<file path="src/rtl/cse_pkg.sv">
package cse_pkg;

  typedef enum logic [2:0] {
    FLT_NONE   = 3'd0,
    FLT_XSTUCK = 3'd1,
    FLT_TSTUCK = 3'd2,
    FLT_V_LO   = 3'd3,
    FLT_V_HI   = 3'd4,
    FLT_H_LO   = 3'd5,
    FLT_H_HI   = 3'd6,
    FLT_SPARE  = 3'd7
  } fault_e;

  localparam int unsigned FAULT_W = 3;

endpackage

</file>
<file path="src/rtl/cse_elem.sv">
module cse_elem
  import cse_pkg::*;
#(
  parameter int unsigned PRIO_W = 2,
  parameter int unsigned DATA_W = 4,
  localparam int unsigned CW = 2 + PRIO_W + DATA_W
) (
  input  logic [CW-1:0] north_i,
  input  logic [CW-1:0] west_i,
  input  logic          force_cross_i,
  input  fault_e        fault_i,
  output logic [CW-1:0] south_o,
  output logic [CW-1:0] east_o
);
  localparam int unsigned V_BIT  = CW - 1;
  localparam int unsigned G_BIT  = CW - 2;
  localparam int unsigned P_HI   = CW - 3;

  logic [PRIO_W-1:0] n_prio, w_prio;
  logic              wants, toggle;
  logic [CW-1:0]     south_rt, east_rt;

  assign n_prio = north_i[P_HI -: PRIO_W];
  assign w_prio = west_i[P_HI -: PRIO_W];

  // west wins only with a strictly better (lower) priority value
  assign wants = west_i[V_BIT] & west_i[G_BIT] & (~north_i[V_BIT] | (n_prio > w_prio));

  always_comb begin
    toggle = wants;
    unique case (fault_i)
      FLT_XSTUCK: toggle = 1'b0;
      FLT_TSTUCK: toggle = 1'b1;
      default:    toggle = wants;
    endcase
    if (force_cross_i) toggle = 1'b0;
  end

  assign south_rt = toggle ? west_i  : north_i;
  assign east_rt  = toggle ? north_i : west_i;

  always_comb begin
    south_o = south_rt;
    east_o  = east_rt;
    unique case (fault_i)
      FLT_V_LO: south_o = '0;
      FLT_V_HI: south_o = '1;
      FLT_H_LO: east_o  = '0;
      FLT_H_HI: east_o  = '1;
      default: ;
    endcase
  end

endmodule

</file>
<file path="src/rtl/cse_grid.sv">
module cse_grid
  import cse_pkg::*;
#(
  parameter int unsigned ROWS   = 4,
  parameter int unsigned COLS   = 3,
  parameter int unsigned PRIO_W = 2,
  parameter int unsigned DATA_W = 4,
  localparam int unsigned CW    = 2 + PRIO_W + DATA_W,
  localparam int unsigned NEL   = ROWS * COLS
) (
  input  logic [ROWS*CW-1:0]      west_i,
  input  logic [COLS*CW-1:0]      north_i,
  input  logic [NEL-1:0]          force_cross_i,
  input  logic [NEL*FAULT_W-1:0]  fault_code_i,
  output logic [COLS*CW-1:0]      south_o,
  output logic [ROWS*CW-1:0]      east_o
);

  logic [CW-1:0] v_link [ROWS+1][COLS];
  logic [CW-1:0] h_link [ROWS][COLS+1];

  for (genvar c = 0; c < COLS; c++) begin : g_col_io
    assign v_link[0][c]          = north_i[c*CW +: CW];
    assign south_o[c*CW +: CW]   = v_link[ROWS][c];
  end

  for (genvar r = 0; r < ROWS; r++) begin : g_row_io
    assign h_link[r][0]          = west_i[r*CW +: CW];
    assign east_o[r*CW +: CW]    = h_link[r][COLS];
  end

  for (genvar r = 0; r < ROWS; r++) begin : g_row
    for (genvar c = 0; c < COLS; c++) begin : g_cell
      localparam int unsigned IDX = r * COLS + c;
      cse_elem #(
        .PRIO_W (PRIO_W),
        .DATA_W (DATA_W)
      ) u_elem (
        .north_i       (v_link[r][c]),
        .west_i        (h_link[r][c]),
        .force_cross_i (force_cross_i[IDX]),
        .fault_i       (fault_e'(fault_code_i[IDX*FAULT_W +: FAULT_W])),
        .south_o       (v_link[r+1][c]),
        .east_o        (h_link[r][c+1])
      );
    end
  end

endmodule

</file>
<file path="src/rtl/cse_out_reg.sv">
module cse_out_reg #(
  parameter int unsigned WIDTH = 8
) (
  input  logic             clk_i,
  input  logic             rst_ni,
  input  logic [WIDTH-1:0] d_i,
  output logic [WIDTH-1:0] q_o
);

  always_ff @(posedge clk_i or negedge rst_ni) begin
    if (!rst_ni) q_o <= '0;
    else         q_o <= d_i;
  end

endmodule

</file>
<file path="src/rtl/cse_array.sv">
module cse_array
  import cse_pkg::*;
#(
  parameter int unsigned ROWS   = 4,
  parameter int unsigned COLS   = 3,
  parameter int unsigned PRIO_W = 2,
  parameter int unsigned DATA_W = 4,
  localparam int unsigned CW    = 2 + PRIO_W + DATA_W,
  localparam int unsigned NEL   = ROWS * COLS,
  localparam int unsigned OUT_W = (ROWS + COLS) * CW
) (
  input  logic                   clk_i,
  input  logic                   rst_ni,
  input  logic [ROWS*CW-1:0]     west_i,
  input  logic [COLS*CW-1:0]     north_i,
  input  logic [NEL-1:0]         force_cross_i,
  input  logic [NEL*FAULT_W-1:0] fault_code_i,
  output logic [COLS*CW-1:0]     south_o,
  output logic [ROWS*CW-1:0]     east_o
);

  logic [COLS*CW-1:0] south_nx;
  logic [ROWS*CW-1:0] east_nx;

  cse_grid #(
    .ROWS   (ROWS),
    .COLS   (COLS),
    .PRIO_W (PRIO_W),
    .DATA_W (DATA_W)
  ) u_grid (
    .west_i        (west_i),
    .north_i       (north_i),
    .force_cross_i (force_cross_i),
    .fault_code_i  (fault_code_i),
    .south_o       (south_nx),
    .east_o        (east_nx)
  );

  cse_out_reg #(
    .WIDTH (OUT_W)
  ) u_out (
    .clk_i  (clk_i),
    .rst_ni (rst_ni),
    .d_i    ({east_nx, south_nx}),
    .q_o    ({east_o, south_o})
  );

  // ---------------- assertions ----------------
  logic              live_q;
  logic              any_fault, any_link_fault;
  logic [ROWS-1:0]   w_valid, w_grp, e_valid;
  logic [COLS-1:0]   n_valid, s_valid;

  always_ff @(posedge clk_i or negedge rst_ni) begin
    if (!rst_ni) live_q <= 1'b0;
    else         live_q <= 1'b1;
  end

  always_comb begin
    any_fault      = 1'b0;
    any_link_fault = 1'b0;
    for (int k = 0; k < NEL; k++) begin
      if (fault_code_i[k*FAULT_W +: FAULT_W] inside {3'd1, 3'd2, 3'd3, 3'd4, 3'd5, 3'd6})
        any_fault = 1'b1;
      if (fault_code_i[k*FAULT_W +: FAULT_W] inside {3'd3, 3'd4, 3'd5, 3'd6})
        any_link_fault = 1'b1;
    end
  end

  for (genvar r = 0; r < ROWS; r++) begin : g_rv
    assign w_valid[r] = west_i[r*CW + CW - 1];
    assign w_grp[r]   = west_i[r*CW + CW - 2];
    assign e_valid[r] = east_o[r*CW + CW - 1];
  end
  for (genvar c = 0; c < COLS; c++) begin : g_cv
    assign n_valid[c] = north_i[c*CW + CW - 1];
    assign s_valid[c] = south_o[c*CW + CW - 1];
  end

  AST_RESET_CLEAR: assert property (@(posedge clk_i)
    !rst_ni |-> (south_o == '0 && east_o == '0));

  AST_CELL_CONSERVE: assert property (@(posedge clk_i) disable iff (!rst_ni)
    (live_q && $past(!any_fault)) |->
      ($countones(s_valid) + $countones(e_valid) ==
       $past($countones(w_valid) + $countones(n_valid))));

  AST_TEST_MODE_CROSS: assert property (@(posedge clk_i) disable iff (!rst_ni)
    (live_q && $past(!any_fault) && $past(w_grp == '0)) |->
      (south_o == $past(north_i) && east_o == $past(west_i)));

  AST_FORCE_ALL_CROSS: assert property (@(posedge clk_i) disable iff (!rst_ni)
    (live_q && $past(!any_link_fault) && $past(&force_cross_i)) |->
      (south_o == $past(north_i) && east_o == $past(west_i)));

endmodule

</file>
<file path="config.mk">
export PLATFORM = sky130hd
export DESIGN_NAME = cse_array
export DESIGN_NICKNAME = d
export VERILOG_FILES = /design/src/rtl/cse_pkg.sv /design/src/rtl/cse_elem.sv /design/src/rtl/cse_grid.sv /design/src/rtl/cse_out_reg.sv /design/src/rtl/cse_array.sv
export SDC_FILE = /design/constraint.sdc
export NUM_CORES = 1
export LEC_CHECK = 0
export BUFFER_PORTS_ARGS = -buffer_cell sky130_fd_sc_hd__buf_2
export CAP_MARGIN = 20
export CORE_UTILIZATION = 56
export DETAILED_ROUTE_END_ITERATION = 16
export PLACE_DENSITY_LB_ADDON = 0.2
export RECOVER_POWER = 25
export SETUP_SLACK_MARGIN = 0.05
export SLEW_MARGIN = 25
export SYNTH_ARGS = -nofsm -noshare
export SYNTH_HDL_FRONTEND = slang
export SYNTH_HIERARCHICAL = 1
export SYNTH_SLANG_ARGS = --single-unit
</file>
<file path="constraint.sdc">
create_clock -name clk_i -period 0.8 [get_ports clk_i]
set_input_delay 0.04 -clock clk_i [delete_from_list [all_inputs] [get_ports clk_i]]
set_output_delay 0.04 -clock clk_i [all_outputs]
set_load 0.01 [all_outputs]
</file>
==> impl_metrics.csv, run 1 <==
group,metric,value,unit
run_status,status,"stopped before the end",
run_status,haltStage,"global routing",
run_status,error,"[ERROR GRT-0116] Global routing finished with congestion. Check the congestion regions in the DRC Viewer.",
logic_synthesis,syn_nets,978,
placed_design,pre_cts_ws,-7520,ps
logic_synthesis,synth.area.mux_share,0,%
global_routing,grt_pass1_vias,13071,
logic_synthesis,synthCells,848,
logic_synthesis,ys_ff_latch,56,
logic_synthesis,ys_warn_count,6,
die,io_pins,162,
logic_synthesis,synth_fa_ha_area_share,4.27,%
die,die_w,114,µm
placed_design,gp_congestion,1.00,
logic_synthesis,synth_compound_area_share,56.2,%
logic_synthesis,yosysUniqueCellTypes,23,
global_routing,overflow,3,
global_routing,grt_max_degree,51,
logic_synthesis,synth_top_cell_area_share,19.9,%
clock_network,cts_root_buffer,"clkbuf_16",
die,rows,40,
logic_synthesis,syn_avg_cell_area,8.29,µm²
logic_synthesis,synth_xor_area_share,0,%
placed_design,dp_hpwl,21900,µm
logic_synthesis,yosys.area.top_type,"dfrtp_1",
global_routing,grt_use_total,68.2,%
die,initial_core_util,58.1,%
logic_synthesis,synth_top_family_by_area,"compound AO/OA/AOI/OAI gates",
logic_synthesis,synth-simple-area-share,11.1,%
clock_network,htree_num_levels,2,
clock_network,cts_buffers,5,
die,die_y,114,µm
placed_design,numPortBuffers,161,
global_routing,grt_pass1_wl,68600,µm
clock_network,clock-sinks,56,
logic_synthesis,synth_area_leaders,"dfrtp_1, a221o_1, a32oi_1, a21oi_1, o21ai_0",
logic_synthesis,yosysSeqAreaShare,19.9,%
logic_synthesis,synth_area,7030,µm²
clock_network,ctsLongestPathBuffers,2,
synth_stat cells:
| cell | instances |
|---|---|
| a221oi_4 | 12 |
| o21ai_0 | 120 |
| o221ai_2 | 12 |
| ha_1 | 24 |
| a21oi_1 | 120 |
| buf_6 | 24 |
| a221o_1 | 108 |
| nand2_1 | 48 |
| and3_2 | 12 |
| o21ai_1 | 12 |
| and3_4 | 12 |
| nor2_1 | 36 |
| inv_1 | 72 |
| nand2b_1 | 12 |
| a21o_1 | 12 |
| o31ai_1 | 12 |
| a32oi_1 | 84 |
| dfrtp_1 | 56 |
| a21oi_2 | 12 |
| nand2b_2 | 12 |
| buf_2 | 12 |
| nand3_1 | 12 |
| o21a_1 | 12 |
layer usage:
metal | track usage (%) | GRT overflow
met1 | 67.7 | 1
met2 | 91.3 | 2
met3 | 47.2 | 0
met4 | 67.5 | 0
met5 | 9.02 | 0
through the flow:
step,setup TNS [ps],hold slack [ps],std cells,cell area (µm²),util [%]
2_1_floorplan,-322260,-256,848,7400,-
4_1_cts,-306450,57.5,1535,11400,94.4
3_5_place_dp,-332630,-116,1486,10700,88.2
3_3_place_gp,-318310,-118,1486,10700,88.2
logic make-up after synthesis:
group / Yosys count
adder cells (fa/ha/maj): 24
buffers and inverters: 108
AND/OR/NAND/NOR: 144
AO/OA/AOI/OAI: 516
flip-flops: 56
repair_timing:
item,4_1_cts
setup buffers,40
hold buffers,1
endpoints found under the hold margin,56
pin swaps,92
endpoints found under the setup margin,112
gates resized for setup,71
==> run 2, diff against run 1 <==
- CORE_UTILIZATION: 56 -> 40
- PLACE_DENSITY_LB_ADDON: 0.2 -> 0.15
- SETUP_SLACK_MARGIN: 0.05 -> not set
==> run 2 against run 1 <==
The flow now finishes, with violations (DRC, setup timing); synthesized cell count unchanged; synthesized area did not move.
==> impl_metrics.csv, run 2 <==
group,metric,value,unit
run_status,status,"finished with violations",
run_status,violations,"DRC, setup timing",
sta,fin_crit,7830,ps
worst_setup_path,max_stage_delay,380,ps
sta,max_slew_margin,58.6,%
route,ant_nets,0,
worst_setup_path,path_depth,43,
logic_synthesis,syn_avg_cell_area,8.29,µm²
worst_setup_path,cp-end-kind,"flop",
finish,layout_commonest_cell,"buf_4",
worst_setup_path,critPathLaunch,"west_i[5]",
sta,clock.fmax,128,MHz
finish,final_cell_mix,"buf_4, buf_2, a21oi_1, a221o_1, a32oi_1",
clock_network,cts_root_buffer,"clkbuf_16",
sta,finalCritPeriodShare,979,%
global_routing,grt_max_degree,57,
global_routing,grt_use_total,27.9,%
clock_network,cts_tree,"built",
placed_design,numPortBuffers,161,
logic_synthesis,yosys.area.top_type,"dfrtp_1",
sta,setup_viol,112,
worst_setup_path,crit_arrival,8010,ps
logic_synthesis,synth_area,7030,µm²
die,io_pins,162,
route,via_count,9372,
power,p_leak,0.00526,µW
logic_synthesis,synth_common_cells,"a21oi_1, o21ai_0, a221o_1, a32oi_1, inv_1",
global_routing,grt_pass1_vias,8690,
logic_synthesis,yosysSeqAreaShare,19.9,%
finish,final-seq-area,1400,µm²
die,fp.coreArea,17200,µm²
worst_setup_path,crit_buf_inv,9,
finish,multi_input_area,5760,µm²
worst_hold_path,hold_class,"in -> reg",
logic_synthesis,ys_warn_count,6,
die,initial_core_util,40.8,%
finish,largest_reg_flops,56,
logic_synthesis,syn_nets,978,
power,power.total,18400,µW
global_routing,grt_pass1_wl,41600,µm
finish,drive_gt1_share,53.5,%
logic_synthesis,yosysUniqueCellTypes,23,
finish,reg.largest.list,"u_out/q_o x56",
route,wl_per_cell,16.5,µm
placed_design,gp_congestion,1.00,
global_routing,grt_antenna_before_repair,0,
die,die_w,135,µm
route,route.detailed.drc,1,
logic_synthesis,synth_area_leaders,"dfrtp_1, a221o_1, a32oi_1, a21oi_1, o21ai_0",
finish,nNetsFinal,1495,
sta,hold_violations,0,
logic_synthesis,synth_enable_flop_cells,0,
die,die_area,18100,µm²
worst_setup_path,timing.critical_path.mode_cell,"a221oi_4",
finish,fillers,1413,
sta,worst_slew_pin_slew,618,ps
route,drtIter0Drc,680,
finish,top_register,"u_out/q_o",
sta,worst_slack,-7030,ps
worst_setup_path,worstSetupPathType,"in -> reg",
sta,slew_viol_final,0,
sta,rsz0062_at_grt,"true",
route,firstDrtPassIters,11,
clock_network,ctsLongestPathBuffers,2,
run,drv_cap,0,
finish,diodes,0,
route,wirelength,26300,µm
clock_network,clk_pin_slew,80,ps
logic_synthesis,async_flop_share,100,%
worst_setup_path,crit_fanout,8,
worst_setup_path,worstPathRequired,990,ps
logic_synthesis,synth_top_cell_area_share,19.9,%
worst_setup_path,crit_path_end,"u_out/q_o[51]$_DFF_PN0_",
clock_network,clock-sinks,56,
die,rows,48,
logic_synthesis,synthCells,848,
clock_network,htree_num_levels,2,
power,powerDensity,1570,nW/µm²
worst_setup_path,cp_top_family,"compound AO/OA/AOI/OAI gates",
finish,area_growth,66.2,%
worst_setup_path,startpoint_type,"primary input",
clock_network,cts_buffers,5,
logic_synthesis,ys.flop_type,"dfrtp_1",
global_routing,overflow,0,
route,via_per_inst,5.89,
sta,whs,12.8,ps
logic_synthesis,ys_ff_latch,56,
worst_setup_path,crit_slowest_cell,"ha_1",
placed_design,dp_hpwl,20500,µm
power,ir_worst_vdd,1.22,mV
die,die_y,135,µm
## run 2: cell counts after synthesis
No cell type changed its count.
## run 2: layer usage
metal	wire [µm]	track usage [%]	up-vias
li1	-	-	4529
met1	11700	37.5	4409
met2	12700	49.0	391
met3	1480	2.14	43
met4	382	5.31	0
met5	0	0	-
## run 2: worst min-delay path by stage
stage	startpoint	end	slack (ps)	cells after the start
after floorplan	rst_ni	u_out/q_o[0]$_DFF_PN0_	-260	0
after global placement	rst_ni	u_out/q_o[29]$_DFF_PN0_	50	2
after detailed placement	rst_ni	u_out/q_o[26]$_DFF_PN0_	50	2
after CTS	west_i[28]	u_out/q_o[4]$_DFF_PN0_	1	3
after global routing	west_i[28]	u_out/q_o[4]$_DFF_PN0_	40	3
final	west_i[28]	u_out/q_o[4]$_DFF_PN0_	10	3
## run 2: per-stage QoR
step / area (µm²) / util, % / instances / setup slack (ps) / setup TNS (ps)
6_report: 11700 / 67.8 / 1591 / -7030 / -308570
3_3_place_gp: 10700 / 62.1 / 1535 / -7260 / -320390
4_1_cts: 11400 / 66.0 / 1580 / -6890 / -303890
3_5_place_dp: 10700 / 62.1 / 1535 / -7470 / -328790
2_1_floorplan: 7400 / - / 848 / -7540 / -322260
5_1_grt: 11700 / 67.8 / 1591 / -7420 / -327360
## run 2: power breakdown
group	internal (µW)	switching [µW]	total, µW
logic	6370	6200	12600
registers	3480	155	3630
clock network	1170	1010	2180
## run 2: cell type report
class / count / area share (%)
sequential: 56 / 12.0
inverter: 72 / 2.38
clock inverter: 3 / 0.182
timing repair buffer: 546 / 32.7
tap: 225 / 2.41
clock buffer: 5 / 1.07
multi-input combinational: 684 / 49.3
## run 2: kinds of logic (layout without fill, tap and decap cells)
logic type      after synthesis  count (layout)  synth area share (%)
fa+ha+maj                    24              24                  4.27
flops                        56              56                  19.9
simple gates                144             144                  11.1
buf+inv                     108             626                  8.54
compound gates              516             516                  56.2
## run 2: timing repair
action / CTS / global route
gates resized for setup: 76 / 50
hold buffers: 1 / 0
pin swaps: 75 / 77
setup endpoints to repair: 112 / 112
hold endpoints to repair: 56 / 0
setup buffers: 38 / 14
(Power assumes the default switching activity.)
==> run 3, diff against run 2 <==
- CORE_ASPECT_RATIO: not set -> 0.75
- clock period: 0.8 -> 8.2 ns (I/O delays scaled with it)
==> run 3 against run 2 <==
The flow finishes with violations (capacitance limit, slew limit, setup timing); setup slack gained 6800 ps; final area fell by 16%; sequential share of layout area grew 2.4 points; combinational power shrank 92%; non-clock buffer count down 202; utilization shrank 10 points; sequential power fell by 90%; power decreased by 91%; via count down 8.3%; first-iteration DRC count is 26% lower; routed wire length fell by 10%; largest cell class unchanged; largest power group unchanged.
==> impl_metrics.csv, run 3 (synthesized netlist as in run 2, its figures left out) <==
group,metric,value,unit
finish,drive_gt1_share,41.5,%
worst_setup_path,cp_top_family,"compound AO/OA/AOI/OAI gates",
worst_setup_path,crit_slowest_cell,"a221oi_4",
finish,nNetsFinal,1293,
worst_setup_path,timing.critical_path.mode_cell,"a221oi_4",
placed_design,numPortBuffers,161,
die,fp.coreArea,17000,µm²
clock_network,cts_buffers,5,
run_status,violations,"capacitance limit, slew limit, setup timing",
route,firstDrtPassIters,6,
worst_setup_path,crit_fanout,8,
die,die_w,155,µm
finish,area_growth,38.9,%
sta,slew_viol_final,57,
die,die_area,18100,µm²
power,powerDensity,164,nW/µm²
worst_setup_path,cp-end-kind,"flop",
sta,max_slew_margin,-95.0,%
sta,fin_crit,8380,ps
sta,setup_viol,16,
clock_network,clock-sinks,56,
global_routing,grt_max_degree,57,
sta,clock.fmax,119,MHz
clock_network,ctsLongestPathBuffers,2,
worst_setup_path,max_stage_delay,460,ps
finish,final_cell_mix,"buf_4, buf_2, a21oi_1",
run_status,status,"finished with violations",
die,die_y,117,µm
sta,rsz0062_at_grt,"true",
finish,fin_area,9770,µm²
finish,layout_commonest_cell,"buf_4",
global_routing,grt_antenna_before_repair,1,
route,via_count,8594,
run,drv_cap,1,
finish,fillers,1619,
sta,finalCritPeriodShare,102,%
clock_network,cts_root_buffer,"clkbuf_16",
worst_setup_path,crit_arrival,8570,ps
power,ir_worst_vdd,0.0892,mV
placed_design,gp_congestion,0.962,
worst_setup_path,critPathLaunch,"west_i[5]",
worst_setup_path,worstSetupPathType,"in -> reg",
worst_setup_path,startpoint_type,"primary input",
worst_setup_path,crit_buf_inv,8,
clock_network,htree_num_levels,2,
global_routing,grt_pass1_wl,37200,µm
finish,diodes,0,
clock_network,hold_buffers,0,
global_routing,overflow,0,
placed_design,dp_hpwl,19000,µm
global_routing,grt_use_total,25.2,%
clock_network,cts_tree,"built",
clock_network,clk_pin_slew,70,ps
placed_design,dpl_cell_area,9270,µm²
finish,largest_reg_flops,56,
sta,worst_slack,-179,ps
die,rows,41,
placed_design,dp.cells,1369,
worst_setup_path,crit_path_end,"u_out/q_o[49]$_DFF_PN0_",
power,p_leak,0.00423,µW
sta,whs,371,ps
worst_setup_path,path_depth,42,
global_routing,grt_pass1_vias,7507,
route,wirelength,23600,µm
die,io_pins,162,
worst_hold_path,hold_class,"in -> reg",
finish,reg.largest.list,"u_out/q_o x56",
route,via_per_inst,6.14,
route,wl_per_cell,16.9,µm
route,route.detailed.drc,0,
sta,worst_slew_pin_slew,2930,ps
finish,top_register,"u_out/q_o",
sta,hold_violations,0,
die,initial_core_util,41.3,%
worst_setup_path,worstPathRequired,8390,ps
route,ant_nets,0,
finish,stdcell_count,1400,
route,drtIter0Drc,504,
## run 3: changes by cell type in the layout (fill, tap and decap cells not counted), moves of 5 or more
cell,before,now
a21oi_1,108,117
a21oi_2,23,15
buf_4,363,177
buf_6,24,6
ha_1,3,10
ha_4,20,14
inv_1,60,67
inv_2,11,4
nand2b_2,0,5
nand2b_4,12,7
o21ai_0,68,93
o21ai_1,29,14
o21ai_4,9,3
## run 3: through the flow
step | utilization, % | setup TNS, ps | total power (µW) | setup slack [ps]
floorplan | - | -6600 | 971 | -513
global placement | 54.4 | -5090 | 1320 | -337
detailed placement | 54.4 | -7030 | 1330 | -488
CTS | 55.8 | 0 | 1570 | 8.40
global route | 57.4 | -8120 | 1710 | -556
finish | 57.4 | -1890 | 1600 | -179
## run 3: timing repair
item,4_1_cts,5_1_grt
pin swaps,18,48
resized for setup,7,30
buffers inserted,7,16
setup endpoints to repair,16,16
## run 3: per-layer routing
metal / vias to the layer above / global-route usage [%] / part of all wire, %
li1: 4124 / - / -
met3: 24 / 4.20 / 8.8
met2: 380 / 37.9 / 42
met5: - / 0 / 0.047
met1: 4064 / 37.9 / 48
met4: 2 / 4.69 / 0.83
## run 3: worst min-delay path by stage
stage | end | cells past startpoint | slack, ps | startpoint
2_1_floorplan | u_out/q_o[0]$_DFF_PN0_ | 0 | 110 | rst_ni
5_1_grt | u_out/q_o[3]$_DFF_PN0_ | 3 | 360 | west_i[27]
3_5_place_dp | u_out/q_o[25]$_DFF_PN0_ | 2 | 580 | rst_ni
6_report | u_out/q_o[3]$_DFF_PN0_ | 3 | 370 | west_i[27]
4_1_cts | u_out/q_o[31]$_DFF_PN0_ | 2 | 260 | rst_ni
3_3_place_gp | u_out/q_o[31]$_DFF_PN0_ | 2 | 570 | rst_ni
## run 3: cell type report
| type | count | area (µm²) | area share (%) |
|---|---|---|---|
| inverter | 72 | 278 | 2.84 |
| multi-input combinational | 684 | 5430 | 55.6 |
| timing repair buffer | 344 | 2210 | 22.6 |
| clock inverter | 2 | 13.8 | 0.141 |
| sequential | 56 | 1400 | 14.3 |
| tap | 236 | 295 | 3.02 |
| clock buffer | 6 | 139 | 1.42 |
## run 3: worst min-delay path, cell delays in order
cell	delay, ps
buf_2	100
a32oi_1	50
o21ai_0	80
## run 3: report_power, final
group          leakage, µW  total (µW)  switching, µW  internal (µW)
combinational      0.00351        1030            546            480
clock            0.0000772         223            100            122
sequential        0.000646         356           16.1            339
==> run 4, diff against run 3 <==
- CORE_ASPECT_RATIO: 0.75 -> not set
- GPL_TIMING_DRIVEN: not set -> 0
==> run 4 against run 3 <==
The flow still finishes with violations (capacitance limit, slew limit, setup timing); global-route usage grew 0.42 points; flip-flop and latch count did not move; non-clock buffer count shrank 44; worst hold slack lost 12 ps; die area is essentially flat; routed wire length is 2.8% higher; critical path type unchanged; largest power group unchanged; highest routed layer is now met4.
==> impl_metrics.csv, run 4 (synthesized netlist as in run 2, its figures left out) <==
group,metric,value,unit
worst_setup_path,worstPathRequired,8380,ps
placed_design,numPortBuffers,161,
sta,hold_violations,0,
clock_network,ctsLongestPathBuffers,2,
worst_setup_path,max_stage_delay,370,ps
sta,clock.fmax,118,MHz
sta,setup_viol,16,
clock_network,clk_pin_slew,70,ps
sta,worst_slew_pin_slew,2970,ps
route,ant_nets,0,
clock_network,htree_num_levels,2,
finish,final-seq-area,1400,µm²
route,drtIter0Drc,792,
worst_hold_path,min_path_cells,3,
finish,reg.largest.list,"u_out/q_o x56",
sta,worst_slack,-246,ps
route,via_per_inst,6.38,
worst_setup_path,worstSetupPathType,"in -> reg",
placed_design,dp_hpwl,17500,µm
sta,whs,359,ps
clock_network,clock-sinks,56,
worst_hold_path,hold_class,"in -> reg",
run_status,violations,"capacitance limit, slew limit, setup timing",
global_routing,grt_use_total,25.7,%
finish,fillers,1589,
finish,drive_gt1_share,42.8,%
clock_network,cts_root_buffer,"clkbuf_16",
worst_setup_path,crit_arrival,8620,ps
finish,area_growth,39.8,%
finish,layout_commonest_cell,"buf_2",
route,wirelength,24300,µm
finish,multi_input_area,5740,µm²
finish,final_cell_mix,"buf_2, a21oi_1, a221o_1",
route,via_count,8593,
die,die_area,18100,µm²
worst_setup_path,cp-end-kind,"flop",
finish,largest_reg_flops,56,
die,initial_core_util,40.8,%
die,fp.coreArea,17200,µm²
global_routing,grt_pass1_wl,38200,µm
clock_network,cts_tree,"built",
worst_setup_path,startpoint_type,"primary input",
global_routing,grt_pass1_vias,7603,
worst_hold_path,whs_endpoint,"u_out/q_o[4]$_DFF_PN0_",
finish,top_register,"u_out/q_o",
die,io_pins,162,
finish,nNetsFinal,1249,
worst_hold_path,min_from,"west_i[28]",
power,p_leak,0.00408,µW
route,route.detailed.drc,0,
sta,slew_viol_final,57,
clock_network,cts_buffers,5,
worst_setup_path,crit_slowest_cell,"a221oi_4",
route,firstDrtPassIters,5,
placed_design,gp_congestion,0.909,
die,die_y,135,µm
die,rows,48,
route,wl_per_cell,18.0,µm
worst_setup_path,crit_fanout,8,
global_routing,grt_antenna_before_repair,0,
global_routing,overflow,0,
finish,final_util,57.0,%
power,powerDensity,168,nW/µm²
run_status,status,"finished with violations",
power,ir_worst_vdd,0.0951,mV
sta,rsz0062_at_grt,"true",
run,drv_cap,1,
sta,fin_crit,8450,ps
global_routing,grt_max_degree,57,
sta,max_slew_margin,-97.8,%
sta,finalCritPeriodShare,103,%
die,die_w,135,µm
-- run 4: changes by cell type in the layout (fill, tap and decap cells not counted), sizes merged --
cell	before	now
bufinv	0	1
diode	0	1
inv	73	72
buf	343	299
-- run 4: what timing repair did --
action | CTS | global route
setup buffers | 88 | 23
gates resized for setup | 74 | 37
hold endpoints to repair | 0 | 0
hold buffers | 0 | 0
pin swaps | 90 | 59
setup endpoints to repair | 24 | 16
-- run 4: worst max-delay path by stage --
| stage | slack, ps | end | start | cells past startpoint |
|---|---|---|---|---|
| finish | -250 | u_out/q_o[53]$_DFF_PN0_ | north_i[5] | 44 |
| global route | -550 | u_out/q_o[53]$_DFF_PN0_ | west_i[5] | 45 |
| CTS | -90 | u_out/q_o[49]$_DFF_PN0_ | west_i[5] | 41 |
| detailed placement | -1890 | u_out/q_o[49]$_DFF_PN0_ | west_i[5] | 39 |
| global placement | -1830 | u_out/q_o[51]$_DFF_PN0_ | west_i[5] | 40 |
| floorplan | -510 | u_out/q_o[49]$_DFF_PN0_ | west_i[5] | 40 |
-- run 4: area by class of cell --
| class | count | area share (%) |
|---|---|---|
| diodes | 1 | 0.0255 |
| plain buffers | 28 | 2.44 |
| clock buffers | 6 | 1.41 |
| clock inverters | 2 | 0.395 |
| inverters | 72 | 2.83 |
| multi-input cells | 684 | 58.4 |
| flip-flops and latches | 56 | 14.3 |
| well taps | 225 | 2.86 |
| repair buffers | 272 | 17.4 |
-- run 4: metrics by stage --
| stage | setup WS, ps | cell area [µm²] | std cells | total power [µW] | setup TNS [ps] |
|---|---|---|---|---|---|
| 2_1_floorplan | -513 | 7290 | 848 | 971 | -6600 |
| 3_3_place_gp | -1830 | 8380 | 1234 | 1210 | -31380 |
| 3_5_place_dp | -1890 | 8380 | 1234 | 1220 | -33250 |
| 4_1_cts | -89.5 | 9490 | 1322 | 1590 | -898 |
| 5_1_grt | -546 | 9830 | 1345 | 1760 | -7860 |
| 6_report | -246 | 9830 | 1346 | 1650 | -2800 |
-- run 4: critical path, delay by kind of cell --
kind                     cells  cell delay (ps)
AO/OA/AOI/OAI               22             4540
adder cells (fa/ha/maj)      6             1710
buffers and inverters        9             1210
AND/OR/NAND/NOR              7              730
-- run 4: routing by layer --
metal,global-route usage (%),share of wire (%),up-vias
met2,41.9,47,385
met4,5.99,1.5,0
met5,0,0,-
met3,3.00,6.8,34
met1,36.1,45,4149
li1,-,-,4025
-- run 4: report_power, final --
part	switching, µW	internal (µW)	total [µW]
sequential	16.1	339	356
clock	102	153	255
combinational	565	475	1040
